`src/rtl/omega_pkg.sv`:
```
package omega_pkg;

  // 2-bit element setting used in explicit mode
  typedef enum logic [1:0] {
    SW_STRAIGHT = 2'b00,
    SW_CROSS    = 2'b01,
    SW_BC_UPPER = 2'b10,
    SW_BC_LOWER = 2'b11
  } sw_set_e;

  // Rotate a line address left by one bit within 'bits' bits
  function automatic int unsigned rotl_line(input int unsigned a, input int unsigned bits);
    int unsigned mask;
    mask = (32'd1 << bits) - 32'd1;
    return ((a << 1) | (a >> (bits - 1))) & mask;
  endfunction

endpackage

```
`src/rtl/omega_shuffle.sv`:
```
module omega_shuffle #(
  parameter int N_LINES = 8,
  parameter int PAY_W   = 8
) (
  input  logic [N_LINES-1:0]            v_i,
  input  logic [N_LINES-1:0][PAY_W-1:0] p_i,
  output logic [N_LINES-1:0]            v_o,
  output logic [N_LINES-1:0][PAY_W-1:0] p_o
);
  localparam int LG = $clog2(N_LINES);

  for (genvar a = 0; a < N_LINES; a++) begin : g_wire
    localparam int DST = int'(omega_pkg::rotl_line(a, LG));
    assign v_o[DST] = v_i[a];
    assign p_o[DST] = p_i[a];
  end
endmodule

```
`src/rtl/omega_switch.sv`:
```
module omega_switch #(
  parameter int PAY_W = 8
) (
  input  logic             self_mode,
  input  logic [1:0]       setting,
  input  logic             up_v,
  input  logic [PAY_W-1:0] up_p,
  input  logic             up_bit,
  input  logic             lo_v,
  input  logic [PAY_W-1:0] lo_p,
  input  logic             lo_bit,
  output logic             o_up_v,
  output logic [PAY_W-1:0] o_up_p,
  output logic             o_lo_v,
  output logic [PAY_W-1:0] o_lo_p,
  output logic             lo_drop
);
  import omega_pkg::*;

  logic clash;
  assign clash = up_v && lo_v && (up_bit == lo_bit);

  always_comb begin
    o_up_v  = 1'b0;
    o_lo_v  = 1'b0;
    o_up_p  = '0;
    o_lo_p  = '0;
    lo_drop = 1'b0;
    if (self_mode) begin
      if (up_v) begin
        if (up_bit) begin
          o_lo_v = 1'b1;
          o_lo_p = up_p;
        end else begin
          o_up_v = 1'b1;
          o_up_p = up_p;
        end
      end
      if (lo_v && !clash) begin
        if (lo_bit) begin
          o_lo_v = 1'b1;
          o_lo_p = lo_p;
        end else begin
          o_up_v = 1'b1;
          o_up_p = lo_p;
        end
      end
      lo_drop = clash;
    end else begin
      case (sw_set_e'(setting))
        SW_STRAIGHT: begin
          o_up_v = up_v; o_up_p = up_p;
          o_lo_v = lo_v; o_lo_p = lo_p;
        end
        SW_CROSS: begin
          o_up_v = lo_v; o_up_p = lo_p;
          o_lo_v = up_v; o_lo_p = up_p;
        end
        SW_BC_UPPER: begin
          o_up_v = up_v; o_up_p = up_p;
          o_lo_v = up_v; o_lo_p = up_p;
        end
        default: begin
          o_up_v = lo_v; o_up_p = lo_p;
          o_lo_v = lo_v; o_lo_p = lo_p;
        end
      endcase
    end
  end
endmodule

```
`src/rtl/omega_stage.sv`:
```
module omega_stage #(
  parameter int N_LINES  = 8,
  parameter int PAY_W    = 14,
  parameter int SRC_W    = 3,
  parameter int STEER_AT = 3
) (
  input  logic                          self_mode,
  input  logic [N_LINES-1:0]            cfg,
  input  logic [N_LINES-1:0]            v_i,
  input  logic [N_LINES-1:0][PAY_W-1:0] p_i,
  output logic [N_LINES-1:0]            v_o,
  output logic [N_LINES-1:0][PAY_W-1:0] p_o,
  output logic [N_LINES/2-1:0]          drop_o,
  output logic [N_LINES/2-1:0][SRC_W-1:0] drop_src_o
);
  localparam int HALF = N_LINES / 2;

  logic [N_LINES-1:0]            sv;
  logic [N_LINES-1:0][PAY_W-1:0] sp;

  omega_shuffle #(.N_LINES(N_LINES), .PAY_W(PAY_W)) u_shuf (
    .v_i(v_i), .p_i(p_i), .v_o(sv), .p_o(sp)
  );

  for (genvar e = 0; e < HALF; e++) begin : g_elem
    omega_switch #(.PAY_W(PAY_W)) u_sw (
      .self_mode (self_mode),
      .setting   (cfg[2*e +: 2]),
      .up_v      (sv[2*e]),
      .up_p      (sp[2*e]),
      .up_bit    (sp[2*e][STEER_AT]),
      .lo_v      (sv[2*e+1]),
      .lo_p      (sp[2*e+1]),
      .lo_bit    (sp[2*e+1][STEER_AT]),
      .o_up_v    (v_o[2*e]),
      .o_up_p    (p_o[2*e]),
      .o_lo_v    (v_o[2*e+1]),
      .o_lo_p    (p_o[2*e+1]),
      .lo_drop   (drop_o[e])
    );
    assign drop_src_o[e] = sp[2*e+1][SRC_W-1:0];
  end
endmodule

```
`src/rtl/omega_net.sv`:
```
module omega_net #(
  parameter int N_PORTS = 8,
  parameter int DATA_W  = 8,
  localparam int LG     = $clog2(N_PORTS),
  localparam int CFG_W  = LG * N_PORTS
) (
  input  logic                      clk,
  input  logic                      rst,
  input  logic                      self_route,
  input  logic [N_PORTS-1:0]        in_valid,
  input  logic [N_PORTS*DATA_W-1:0] in_data,
  input  logic [N_PORTS*LG-1:0]     in_dest,
  input  logic [CFG_W-1:0]          sw_cfg,
  output logic [N_PORTS-1:0]        out_valid,
  output logic [N_PORTS*DATA_W-1:0] out_data,
  output logic [N_PORTS-1:0]        blocked
);
  localparam int HALF  = N_PORTS / 2;
  localparam int PAY_W = DATA_W + 2 * LG;   // {data, dest, src}

  logic [N_PORTS-1:0]            lv [0:LG];
  logic [N_PORTS-1:0][PAY_W-1:0] lp [0:LG];
  logic [HALF-1:0]               drp  [0:LG-1];
  logic [HALF-1:0][LG-1:0]       dsrc [0:LG-1];
  logic [N_PORTS-1:0]            blk_c;

  assign lv[0] = in_valid;
  for (genvar i = 0; i < N_PORTS; i++) begin : g_pack
    assign lp[0][i] = {in_data[i*DATA_W +: DATA_W], in_dest[i*LG +: LG], LG'(i)};
  end

  for (genvar s = 0; s < LG; s++) begin : g_stage
    omega_stage #(
      .N_LINES  (N_PORTS),
      .PAY_W    (PAY_W),
      .SRC_W    (LG),
      .STEER_AT (LG + LG - 1 - s)
    ) u_stage (
      .self_mode  (self_route),
      .cfg        (sw_cfg[s*N_PORTS +: N_PORTS]),
      .v_i        (lv[s]),
      .p_i        (lp[s]),
      .v_o        (lv[s+1]),
      .p_o        (lp[s+1]),
      .drop_o     (drp[s]),
      .drop_src_o (dsrc[s])
    );
  end

  always_comb begin
    blk_c = '0;
    for (int s = 0; s < LG; s++) begin
      for (int e = 0; e < HALF; e++) begin
        if (drp[s][e]) blk_c[dsrc[s][e]] = 1'b1;
      end
    end
  end

  always_ff @(posedge clk) begin
    if (rst) begin
      out_valid <= '0;
      out_data  <= '0;
      blocked   <= '0;
    end else begin
      out_valid <= lv[LG];
      for (int i = 0; i < N_PORTS; i++) begin
        out_data[i*DATA_W +: DATA_W] <= lv[LG][i] ? lp[LG][i][PAY_W-1 -: DATA_W] : '0;
      end
      blocked <= self_route ? blk_c : '0;
    end
  end
endmodule

```
`config.mk`:
```
export PLATFORM = sky130hd
export DESIGN_NAME = omega_net
export DESIGN_NICKNAME = d
export VERILOG_FILES = /design/src/rtl/omega_pkg.sv /design/src/rtl/omega_shuffle.sv /design/src/rtl/omega_switch.sv /design/src/rtl/omega_stage.sv /design/src/rtl/omega_net.sv
export SDC_FILE = /design/constraint.sdc
export NUM_CORES = 1
export LEC_CHECK = 0
export BUFFER_PORTS_ARGS = -buffer_cell sky130_fd_sc_hd__buf_2
export CAP_MARGIN = 10
export CORE_MARGIN = 5
export CORE_UTILIZATION = 57
export DETAILED_ROUTE_END_ITERATION = 12
export HOLD_SLACK_MARGIN = 0.15
export PLACE_DENSITY = 0.8
export SETUP_SLACK_MARGIN = 0.05
export SYNTH_ARGS = -nofsm -noshare
export SYNTH_HDL_FRONTEND = slang
export SYNTH_SLANG_ARGS = --single-unit
```
`constraint.sdc`:
```
create_clock -name clk -period 4.56 [get_ports clk]
set_clock_uncertainty 0.05 [all_clocks]
set_input_delay 0.228 -clock clk [delete_from_list [all_inputs] [get_ports clk]]
set_output_delay 0.228 -clock clk [all_outputs]
set_load 0.02 [all_outputs]
```
==> results.cfg <==
[min_path]
whs_path_depth = 3
holdCritPathClass = primary input to register

[global_routing]
grt_pass1_vias = 10700
grt_max_degree = 141
grt_pass1_wl_microns = 58400
grt-ovfl-total = 0
grt_antenna_before_repair = 0
grt_usage_pct = 36.8

[timing]
relSlewSlack_pct = 16.3
fmax_ghz = 0.268
max_slew.worst_pin.slew_ns = 1.25
hold_viol_final = 0
fin_crit_sh_pct = 81.8
min_period_ns = 3.73
setup_viol = 0
tns_ns = 0
rsz0062_at_grt = false
slew_viol_final = 0

[cts]
clk_transition_reported_paths_ns = 0.07
clockBufferDepth = 2
cts_tree = yes
cts_made_buffers = 9
cts_hold_buffers = 2
clock-sinks = 80
postCtsSetupBuffers = 0
cts_root_buf = clkbuf_16
ctsResizeCount = 0
htreeDepth = 3

[route]
vias_per_cell = 6.87
wl_per_cell_microns = 22.2
drc_errors = 0
drtIter0Drc = 1468
antenna_left = 0
vias = 11500
routed_wirelength_microns = 37000
dr.pass1.iters = 6

[logic_synthesis]
ys_types = 88
synth_sequential_area_ratio_pct = 17.0
syn_inst = 1306
yosysWarnings = 0
synth_top_flop_cell = dfxtp_1
netlist_area_sq_um = 9450
synth_seq_cells = 80
syn_area_per_cell_sq_um = 7.23
async_flop_share_pct = 0
synth_edf_count = 0
synth.net_count = 1453

[critical_path]
cp_max_fo = 13
end_kind = register
path_depth = 12
cp_common_cell = mux2i_1
path_cells = buf_2, inv_1, ha_1, buf_4, mux2i_1, mux2i_1, nand3_1, o31ai_1, nor2_1, o32ai_1, nand2_1, a21oi_1
crit_type = primary input to register
arrival_ns = 3.95
critPathMaxStageDelay_ns = 0.80
cp_top_family = compound AO/OA/AOI/OAI gates
cp_num_buf_inv = 3
critical_path.startpoint_type = primary input
crit_path_top_delay_cell = o32ai_1
cp_data_required_time_ns = 4.78

[pwr]
power_w = 0.00289
powerDensity_nw_per_um2 = 268
p_leak_nw = 4.60
ir_drop_uv = 185

[cells_and_area]
final_cell_mix = buf_2 (201), nor2_1 (133), nand2_1 (93)
num_antenna_cells = 0
layout_commonest_cell = buf_2
nets = 1589
area.growth.synth_to_final_pct = 14.1
nFillCells = 1516
final_util_pct = 65.7
finalNonFillerCells = 1667
post_route_cells_drive_above_1_share_pct = 21.0

[floorplan]
dieWidth_microns = 139
die_h_microns = 139
io_pins = 203
start_util_pct = 57.6
placementRows = 47
coreArea_sq_um = 16400
die_area_sq_um = 19200

[run]
cap_violations = 0

[placed_design]
hpwlAfterDp_microns = 28500
portBuffers = 202
dpl.cell_count = 1649
place_congestion = 1.05

[outcome]
run_status = finished, final reports clean
==> per-layer routing <==
| layer | vias up | global-route usage, % | share of wire (%) |
|---|---|---|---|
| met4 | 0 | 16.9 | 5.2 |
| li1 | 5248 | - | - |
| met5 | - | 0 | 0 |
| met2 | 833 | 57.8 | 44 |
| met1 | 5236 | 48.4 | 40 |
| met3 | 134 | 8.10 | 12 |
==> per-stage QoR <==
| stage | setup WS (ns) | hold WS [ns] | area, sq um |
|---|---|---|---|
| 3_3_place_gp | 0.626 | 0.465 | 10500 |
| 5_1_grt | 0.570 | 0.211 | 10800 |
| 2_1_floorplan | 1.28 | 0.292 | 9450 |
| 3_5_place_dp | 0.599 | 0.471 | 10500 |
| 6_report | 0.829 | 0.160 | 10800 |
| 4_1_cts | 0.933 | 0.152 | 10800 |
==> power breakdown <==
group          internal [W]  switching, W
combinational      0.000486      0.000906
sequential         0.000751     0.0000174
clock              0.000421      0.000307
total               0.00166       0.00123
==> worst paths after layout <==
kind / start / endpoint / slack (ns)
worst max-delay path: sw_cfg[4] / out_data[51] / 0.83
worst min-delay path: in_valid[4] / blocked[4] / 0.16
==> layout make-up <==
class | instances | area (sq um) | area share, %
inverter | 42 | 159 | 1.47
multi-input combinational | 1089 | 7280 | 67.6
clock buffer | 10 | 229 | 2.13
clock inverter | 6 | 60.1 | 0.557
tap | 220 | 275 | 2.55
sequential | 80 | 1600 | 14.9
timing repair buffer | 220 | 1170 | 10.9
==> cell families after synthesis <==
kind of cell,count (synthesis),share of synthesized area [%]
fa+ha+maj,24,3.18
xor+xnor,10,0.927
flops,80,17.0
mux,84,9.29
compound gates,542,41.4
other cells,1,0.0397
buf+inv,137,5.97
simple gates,428,22.2
==> cells in the mapped netlist, types with 6 or more instances <==
cell type,number,area [sq um]
a211oi_1,44,330
a21o_1,14,105
a21oi_1,85,425
a221o_1,15,150
a221oi_1,11,96.3
a22o_1,12,105
a22oi_1,30,225
a2bb2oi_1,9,78.8
a31oi_1,25,156
a32oi_1,6,52.6
and2_1,22,138
and3_1,10,62.6
and3b_1,9,78.8
buf_1,14,52.6
buf_2,30,150
clkbuf_1,48,180
dfxtp_1,80,1600
ha_1,24,300
inv_1,42,158
mux2_2,29,327
mux2i_1,55,551
nand2_1,93,349
nand2b_1,18,113
nand3_1,38,190
nor2_1,133,499
nor2b_1,33,206
nor3_1,25,125
o211ai_1,10,75.1
o21a_1,46,345
o21ai_0,66,330
o21ai_1,7,35.0
o221ai_1,8,70.1
o22a_1,17,149
o22ai_1,50,313
o31a_1,8,70.1
o31ai_1,14,105
or2_2,13,81.3
or3_1,10,62.6
xnor2_1,7,61.3
==> registers in the layout, indices dropped and copies added, names as in the netlist <==
| name | count |
|---|---|
| out_data | 64 |
| blocked | 8 |
| out_valid | 8 |
Power figures use the tool's default switching activity.
